<file path="src/rtl/bsh_pkg.sv">
package bsh_pkg;

  typedef enum logic [1:0] {
    SH_LSL = 2'd0,
    SH_LSR = 2'd1,
    SH_ASR = 2'd2,
    SH_ROR = 2'd3
  } sh_kind_e;

endpackage

</file>
<file path="src/rtl/bsh_lin_shift.sv">
module bsh_lin_shift
  import bsh_pkg::*;
#(
  parameter int DATA_W = 32,
  parameter int AMT_W  = 8
) (
  input  logic [DATA_W-1:0] x_i,
  input  sh_kind_e          kind_i,
  input  logic [AMT_W-1:0]  amt_i,
  input  logic              amt_imm_i,
  input  logic              cy_i,
  output logic [DATA_W-1:0] val_o,
  output logic              cy_o
);

  localparam int XW = DATA_W + 1;

  // Left shift on a widened word: the top bit catches the last bit shifted out.
  function automatic logic [XW-1:0] f_lsl(logic [DATA_W-1:0] x, logic [AMT_W-1:0] n);
    return {1'b0, x} << n;
  endfunction

  // Right shift on a widened word: the bottom bit catches the last bit out.
  function automatic logic [XW-1:0] f_lsr(logic [DATA_W-1:0] x, logic [AMT_W-1:0] n);
    return {x, 1'b0} >> n;
  endfunction

  function automatic logic [XW-1:0] f_asr(logic [DATA_W-1:0] x, logic [AMT_W-1:0] n);
    return XW'($signed({x, 1'b0}) >>> n);
  endfunction

  logic             w_amt_zero;
  logic [AMT_W-1:0] w_amt_right;
  logic [XW-1:0]    w_lsl, w_lsr, w_asr;

  assign w_amt_zero  = (amt_i == '0);
  // An immediate zero means a full-width shift for the right shifts.
  assign w_amt_right = (w_amt_zero && amt_imm_i) ? AMT_W'(DATA_W) : amt_i;

  assign w_lsl = f_lsl(x_i, amt_i);
  assign w_lsr = f_lsr(x_i, w_amt_right);
  assign w_asr = f_asr(x_i, w_amt_right);

  always_comb begin
    val_o = x_i;
    cy_o  = cy_i;
    unique case (kind_i)
      SH_LSL: begin
        if (!w_amt_zero) begin
          val_o = w_lsl[DATA_W-1:0];
          cy_o  = w_lsl[DATA_W];
        end
      end
      SH_LSR: begin
        val_o = w_lsr[XW-1:1];
        cy_o  = w_lsr[0];
      end
      SH_ASR: begin
        val_o = w_asr[XW-1:1];
        cy_o  = w_asr[0];
      end
      default: begin
        val_o = x_i;
        cy_o  = cy_i;
      end
    endcase
  end

  always_comb begin
    if (kind_i == SH_LSL && int'(amt_i) > DATA_W)
      AST_LSL_FLUSH: assert (val_o == '0 && !cy_o) else $error("lsl flush");
    if (kind_i == SH_ASR && int'(amt_i) >= DATA_W)
      AST_ASR_FILL: assert ((val_o == '0 || val_o == '1) && cy_o == x_i[DATA_W-1]) else $error("asr fill");
  end

endmodule

</file>
<file path="src/rtl/bsh_rotator.sv">
module bsh_rotator #(
  parameter int DATA_W = 32,
  parameter int AMT_W  = 8
) (
  input  logic [DATA_W-1:0] x_i,
  input  logic [AMT_W-1:0]  amt_i,
  input  logic              amt_imm_i,
  input  logic              cy_i,
  output logic [DATA_W-1:0] val_o,
  output logic              cy_o
);

  localparam int RW = $clog2(DATA_W);

  function automatic logic [DATA_W-1:0] f_ror(logic [DATA_W-1:0] x, logic [RW-1:0] m);
    return (x >> m) | (x << (DATA_W - int'(m)));
  endfunction

  logic              w_rrx;
  logic [RW-1:0]     w_mod;
  logic [DATA_W-1:0] w_rot;

  assign w_rrx = (amt_i == '0) && amt_imm_i;
  assign w_mod = amt_i[RW-1:0];
  assign w_rot = f_ror(x_i, w_mod);

  always_comb begin
    if (w_rrx) begin
      val_o = {cy_i, x_i[DATA_W-1:1]};
      cy_o  = x_i[0];
    end else if (amt_i == '0) begin
      val_o = x_i;
      cy_o  = cy_i;
    end else if (w_mod == '0) begin
      val_o = x_i;
      cy_o  = x_i[DATA_W-1];
    end else begin
      val_o = w_rot;
      cy_o  = w_rot[DATA_W-1];
    end
  end

  always_comb begin
    if (amt_i != '0)
      AST_ROR_KEEPS_ONES: assert ($countones(val_o) == $countones(x_i)) else $error("ror ones");
    if (w_rrx)
      AST_RRX_KEEPS_ONES: assert ($countones(val_o) + int'(cy_o) == $countones(x_i) + int'(cy_i)) else $error("rrx ones");
  end

endmodule

</file>
<file path="src/rtl/bsh_imm_gen.sv">
module bsh_imm_gen #(
  parameter int DATA_W = 32,
  parameter int IMM_W  = 8,
  parameter int ROT_W  = 4
) (
  input  logic [IMM_W-1:0]  imm_i,
  input  logic [ROT_W-1:0]  rot_i,
  output logic [DATA_W-1:0] val_o
);

  localparam int RW = $clog2(DATA_W);

  function automatic logic [DATA_W-1:0] f_ror(logic [DATA_W-1:0] x, logic [RW-1:0] m);
    return (x >> m) | (x << (DATA_W - int'(m)));
  endfunction

  logic [DATA_W-1:0] w_ext;
  logic [RW-1:0]     w_dist;

  assign w_ext  = DATA_W'(imm_i);
  assign w_dist = RW'({rot_i, 1'b0});
  assign val_o  = f_ror(w_ext, w_dist);

  always_comb begin
    AST_IMM_KEEPS_ONES: assert ($countones(val_o) == $countones(imm_i)) else $error("imm ones");
  end

endmodule

</file>
<file path="src/rtl/barrel_opnd_shifter.sv">
module barrel_opnd_shifter
  import bsh_pkg::*;
#(
  parameter int DATA_W = 32,
  parameter int AMT_W  = 8,
  parameter int IMM_W  = 8,
  parameter int ROT_W  = 4
) (
  input  logic [DATA_W-1:0] opnd_i,
  input  logic [1:0]        kind_i,
  input  logic [AMT_W-1:0]  amt_i,
  input  logic              amt_from_reg_i,
  input  logic              carry_i,
  input  logic              imm_mode_i,
  input  logic [IMM_W-1:0]  imm_val_i,
  input  logic [ROT_W-1:0]  imm_rot_i,
  output logic [DATA_W-1:0] operand_o,
  output logic              carry_o
);

  sh_kind_e          w_kind;
  logic              w_amt_imm;
  logic              w_reg_zero;
  logic              w_use_rot;
  logic [DATA_W-1:0] w_lin_val, w_rot_val, w_imm_val;
  logic              w_lin_cy, w_rot_cy;

  assign w_kind     = sh_kind_e'(kind_i);
  assign w_amt_imm  = !amt_from_reg_i;
  assign w_reg_zero = amt_from_reg_i && (amt_i == '0);
  assign w_use_rot  = (w_kind == SH_ROR);

  bsh_lin_shift #(.DATA_W(DATA_W), .AMT_W(AMT_W)) u_lin (
    .x_i       (opnd_i),
    .kind_i    (w_kind),
    .amt_i     (amt_i),
    .amt_imm_i (w_amt_imm),
    .cy_i      (carry_i),
    .val_o     (w_lin_val),
    .cy_o      (w_lin_cy)
  );

  bsh_rotator #(.DATA_W(DATA_W), .AMT_W(AMT_W)) u_rot (
    .x_i       (opnd_i),
    .amt_i     (amt_i),
    .amt_imm_i (w_amt_imm),
    .cy_i      (carry_i),
    .val_o     (w_rot_val),
    .cy_o      (w_rot_cy)
  );

  bsh_imm_gen #(.DATA_W(DATA_W), .IMM_W(IMM_W), .ROT_W(ROT_W)) u_imm (
    .imm_i (imm_val_i),
    .rot_i (imm_rot_i),
    .val_o (w_imm_val)
  );

  always_comb begin
    if (imm_mode_i) begin
      operand_o = w_imm_val;
      carry_o   = carry_i;
    end else if (w_reg_zero) begin
      operand_o = opnd_i;
      carry_o   = carry_i;
    end else if (w_use_rot) begin
      operand_o = w_rot_val;
      carry_o   = w_rot_cy;
    end else begin
      operand_o = w_lin_val;
      carry_o   = w_lin_cy;
    end
  end

  always_comb begin
    if (!imm_mode_i && w_kind == SH_LSR && int'(amt_i) > DATA_W)
      AST_LSR_FLUSH: assert (operand_o == '0 && !carry_o) else $error("lsr flush");
  end

endmodule

</file>
<file path="config.mk">
export PLATFORM = sky130hd
export DESIGN_NAME = barrel_opnd_shifter
export DESIGN_NICKNAME = d
export VERILOG_FILES = /design/src/rtl/bsh_pkg.sv /design/src/rtl/bsh_lin_shift.sv /design/src/rtl/bsh_rotator.sv /design/src/rtl/bsh_imm_gen.sv /design/src/rtl/barrel_opnd_shifter.sv
export SDC_FILE = /design/constraint.sdc
export NUM_CORES = 1
export LEC_CHECK = 0
export BUFFER_PORTS_ARGS = -buffer_cell sky130_fd_sc_hd__buf_2
export CAP_MARGIN = 20
export CORE_MARGIN = 5
export CORE_UTILIZATION = 35
export DETAILED_ROUTE_END_ITERATION = 8
export PLACE_DENSITY_LB_ADDON = 0.3
export SYNTH_ARGS = -nofsm -noshare
export SYNTH_HDL_FRONTEND = slang
export SYNTH_HIERARCHICAL = 1
export SYNTH_SLANG_ARGS = --single-unit
</file>
<file path="constraint.sdc">
create_clock -name vclk -period 6.6
set_input_delay 0.33 -clock vclk [all_inputs]
set_output_delay 0.33 -clock vclk [all_outputs]
set_load 0.005 [all_outputs]
</file>
### Word level (Yosys, flattened, before mapping)

Index checks and enable logic that the tools add are counted.

| operators by class | value |
|---|---|
| add/sub/neg operators | 2 |
| multipliers | 0 |
| divide/modulo/power cells | 0 |
| magnitude comparators | 0 |
| equal/unequal tests | 3 |
| shifts and indexed selects | 7 |
| multiplexer cells | 17 |
| bitwise logic cells | 2 |
| reductions and logical operators | 6 |

Operator list:

| cell | count |
|---|---|
| 32-bit 2-to-1 mux | 7 |
| 32-bit case mux with 3 select lines | 1 |
| 32-bit OR | 2 |
| 32-bit by 8-bit << shifter with 33-bit output | 1 |
| 33-bit by 8-bit right shift with 33-bit output | 1 |
| 33-bit by 8-bit >>> shifter with 33-bit output | 1 |
| 32-bit by 32-bit << shifter with 32-bit output | 1 |
| 8-bit by 32-bit << shifter with 32-bit output | 1 |
| 32-bit by 5-bit right shift with 32-bit output | 1 |
| 8-bit by 5-bit right shift with 32-bit output | 1 |
| 6-bit by 5-bit subtractor with 7-bit output (first input constant) | 2 |
| 8-bit logical NOT | 1 |
| 8-bit 2-to-1 mux | 1 |
| 1-bit 2-to-1 mux | 7 |
| 5-bit logical NOT | 1 |
| 2-bit == test (second input constant) | 2 |
| 1-bit case mux with 3 select lines | 1 |
| 2-bit by 1-bit == test with 1-bit output (second input constant) | 1 |
| 1-bit logical AND | 2 |
| 2-bit logical NOT | 1 |
| 1-bit logical NOT | 1 |

| storage, ports and cells | value |
|---|---|
| register bits | 0 |
| bits in latches | 0 |
| bits in writable memories | 0 |
| ROM bits | 0 |
| input port bits | 57 |
| output and inout bits | 33 |
| memories | 0 |

### Depth between registers and ports, before layout

| depth | value |
|---|---|
| depth after elaboration | 9 |
| gate-level depth with buffers | 18 |
| depth with buffers taken out | 13 |

### By module

The synthesis kept the hierarchy.

By module, submodules not included:

| module | times used | cells an instance | area an instance (sq um) | sequential area each (sq um) |
|---|---|---|---|---|
| bsh_lin_shift | 1 | 798 | 5790.6 | 0.0 |
| bsh_rotator | 1 | 482 | 4289.1 | 0.0 |
| barrel_opnd_shifter | 1 | 192 | 1292.5 | 0.0 |
| bsh_imm_gen | 1 | 138 | 908.4 | 0.0 |

### Worst setup path before layout

Ideal clock, no wire load.

| timing | value |
|---|---|
| kind | input-to-output |
| start | input port amt_i[1] |
| end | output port operand_o[30] |
| arrival time | 3.527 ns |
| data required time | 6.270 ns |
| slack | 2.743 ns |
| cell stages on the path | 13 |
| buffers on the path | 3 |
| cell sequence | clkbuf_1 buf_1 inv_1 ha_1 clkbuf_1 mux4_2 mux2_2 mux2_2 a221oi_1 o21ai_1 and3_1 a211oi_1 o31ai_2 |

| between the ends | value |
|---|---|
| cells in the longest elaborated chain, start to end | 9 |

Ends and longest elaborated chain:

| what | line | text |
|---|---|---|
| start: declaration | barrel_opnd_shifter.sv:11 | `input logic [AMT_W-1:0] amt_i,` |
| 6-bit by 5-bit subtractor with 7-bit output | bsh_rotator.sv:16 | `return (x >> m) \| (x << (DATA_W - int'(m)));` |
| 32-bit by 32-bit << shifter with 32-bit output | bsh_rotator.sv:16 |  |
| 32-bit OR | bsh_rotator.sv:16 |  |
| 32-bit 2-to-1 mux | bsh_rotator.sv:34 | `end else if (w_mod == '0) begin` |
| 32-bit 2-to-1 mux | bsh_rotator.sv:31 | `end else if (amt_i == '0) begin` |
| 32-bit 2-to-1 mux * | bsh_rotator.sv:28 | `if (w_rrx) begin` |
| named net w_rot_val[30] | barrel_opnd_shifter.sv:25 | `logic [DATA_W-1:0] w_lin_val, w_rot_val, w_imm_val;` |
| 32-bit 2-to-1 mux * | barrel_opnd_shifter.sv:65 | `end else if (w_use_rot) begin` |
| 32-bit 2-to-1 mux * | barrel_opnd_shifter.sv:62 | `end else if (w_reg_zero) begin` |
| 32-bit 2-to-1 mux * | barrel_opnd_shifter.sv:59 | `if (imm_mode_i) begin` |
| end: declaration | barrel_opnd_shifter.sv:17 | `output logic [DATA_W-1:0] operand_o,` |

The timed path passes the listed nets; every way through them passes the cells marked *.

### Final worst setup path

| timing | value |
|---|---|
| start | input port amt_i[0] |
| end | output port operand_o[31] |

Same word-level chain as after synthesis.

==> reports/qor.yml <==
outcome:
  outcome: "complete, no violations"
logic_synthesis:
  synth_xor_area_share_pct: 0.408
  yosys.area_share.simple_pct: 22.6
  synth_warnings: 6
  synth_fa_ha_area_share_pct: 0.306
  synth_seq_area_share_pct: 0
  ys_types: 110
  synth_compound_area_share_pct: 32.1
  synth_nets: 1670
  synth_top_family_by_area: "multiplexers"
  synthMuxAreaShare_pct: 35.3
  netlist_area_sq_mm: 0.0123
  synth_cells: 1610
  syn_area_per_cell_sq_um: 7.63
critical_path:
  worstSetupPathType: "in2out"
  crit_path_max_fanout: 56
  cp.required_ns: 6.27
  start_kind: "primary input"
  crit_arrival_ns: 4.79
  critPathCaptureType: "primary output"
worst_hold_path:
  hold_class: "in2out"
final_layout:
  seq_area_sq_um: 0
  layout.nets: 1610
  area_delta_synth_final_pct: 2.36
  seq_cell_count: 0
  clock_buffers: 0
  multiInputGateArea_sq_mm: 0.0112
  final_cell_mix: "nand2_1 (175), nor2_1 (175), mux2i_1 (117)"
  drive_gt1_share_pct: 23.3
  nFillCells: 3653
drt:
  avgViaCountPerCell: 7.68
  ant_nets: 0
  num_vias: 15400
  drt_iter0_drc: 3190
  dr.pass1.iters: 9
  drc: 0
  wl_per_cell_um: 34.0
  drt_wl_total_um: 68100
global_routing:
  grt_antenna_before_repair: 2
  grt_pass1_wl_um: 98600
  grtUsageTotal_pct: 33.0
  met2_usage_pct: 46.7
  grt_max_degree: 69
  grt_overflow: 0
  grt.busiest_layer: "met1"
  met3_usage_pct: 9.16
  grt_pass1_vias: 14200
  grt_use_met1_pct: 46.8
sta:
  finalCritPeriodShare_pct: 77.5
  rsz0062_at_grt: "no"
  max_freq_ghz: 0.195
  setup_viol: 0
  finalCriticalPeriod_ns: 5.12
  setup_tns_ns: 0
  relSlewSlack_pct: 20.7
  maxSlewViolCount: 0
  hold_viol: 0
  worstMarginPinSlew_ns: 1.16
placement:
  hpwl_um: 47000
  gp_congestion: 1.12
  port_buffers: 90
cts:
  cts_resized: 0
  post_cts_buffers: 0
  cts_hold_buf: 0
die:
  fp.dieH_um: 197
  die_area_sq_mm: 0.0389
  design.core.area_sq_mm: 0.0346
  die_x_um: 197
  rows: 68
  ioPinCount: 90
  initial_utilization_pct: 35.5
job:
  drv_cap: 0
-- layout make-up --
class	instances	area share, %
Antenna cell	1	0.0199
Tap cell	455	4.53
Inverter	25	0.746
Timing Repair Buffer	123	5.85
Multi-Input combinational cell	1400	88.9
-- cell families after synthesis --
| logic type | after synthesis |
|---|---|
| xor+xnor | 4 |
| fa+ha+maj | 3 |
| compound gates | 530 |
| mux | 281 |
| simple gates | 582 |
| buf+inv | 210 |
-- cell usage after synthesis (all sizes together) (10+ instances only) --
master / n / share of area, %
buf: 84 / 5.3
a31oi: 22 / 1.2
nor2b: 12 / 0.61
o21ai: 93 / 3.9
nor2: 181 / 5.7
and3: 49 / 2.5
and2: 15 / 0.79
o22ai: 22 / 1.1
mux4: 112 / 21
inv: 21 / 0.64
or2: 10 / 0.51
nor3: 37 / 1.7
clkbuf: 101 / 3.2
a21oi: 81 / 3.4
o211ai: 25 / 1.5
a211oi: 57 / 3.5
o221ai: 11 / 0.93
o31ai: 44 / 3.9
mux2: 52 / 4.9
a32oi: 13 / 0.93
a22oi: 30 / 1.9
nand3: 35 / 1.4
nor4: 12 / 0.84
nand2b: 19 / 0.97
nand2: 176 / 5.4
a221oi: 28 / 2.1
mux2i: 117 / 9.5
o32ai: 12 / 0.86
-- routing by layer --
| metal | share of wire, % | up-vias |
|---|---|---|
| met5 | 0.019 | - |
| met4 | 5.5 | 2 |
| met3 | 14 | 262 |
| met2 | 41 | 1469 |
| met1 | 39 | 7419 |
| li1 | - | 6245 |
-- per-stage QoR --
step | setup slack (ns) | utilization [%] | instance area (sq um) | instances | hold WS [ns]
2_1_floorplan | 2.74 | - | 12300 | 1610 | 0.783
3_3_place_gp | 1.60 | 36.2 | 12500 | 2000 | 1.08
3_5_place_dp | 1.54 | 36.2 | 12500 | 2001 | 1.08
4_1_cts | 1.54 | 36.2 | 12500 | 2001 | 1.08
5_1_grt | 1.23 | 36.3 | 12600 | 2003 | 1.09
6_report | 1.48 | 36.3 | 12600 | 2004 | 1.09
-- worst paths after layout --
path                  from       endpoint  slack, ns  cells past startpoint
hold / removal     carry_i        carry_o       1.09                      4
setup / recovery  amt_i[0]  operand_o[31]       1.48                     12
-- critical path, cell delays in order --
cell and delay (ns):
clkbuf_8 0.42, buf_4 0.56, buf_4 0.62, mux2_2 0.45
mux4_2 0.50, mux2_4 0.29, a2111oi_2 0.69, o22ai_1 0.15
and3_1 0.22, a211oi_1 0.20, o31ai_1 0.12, buf_2 0.17
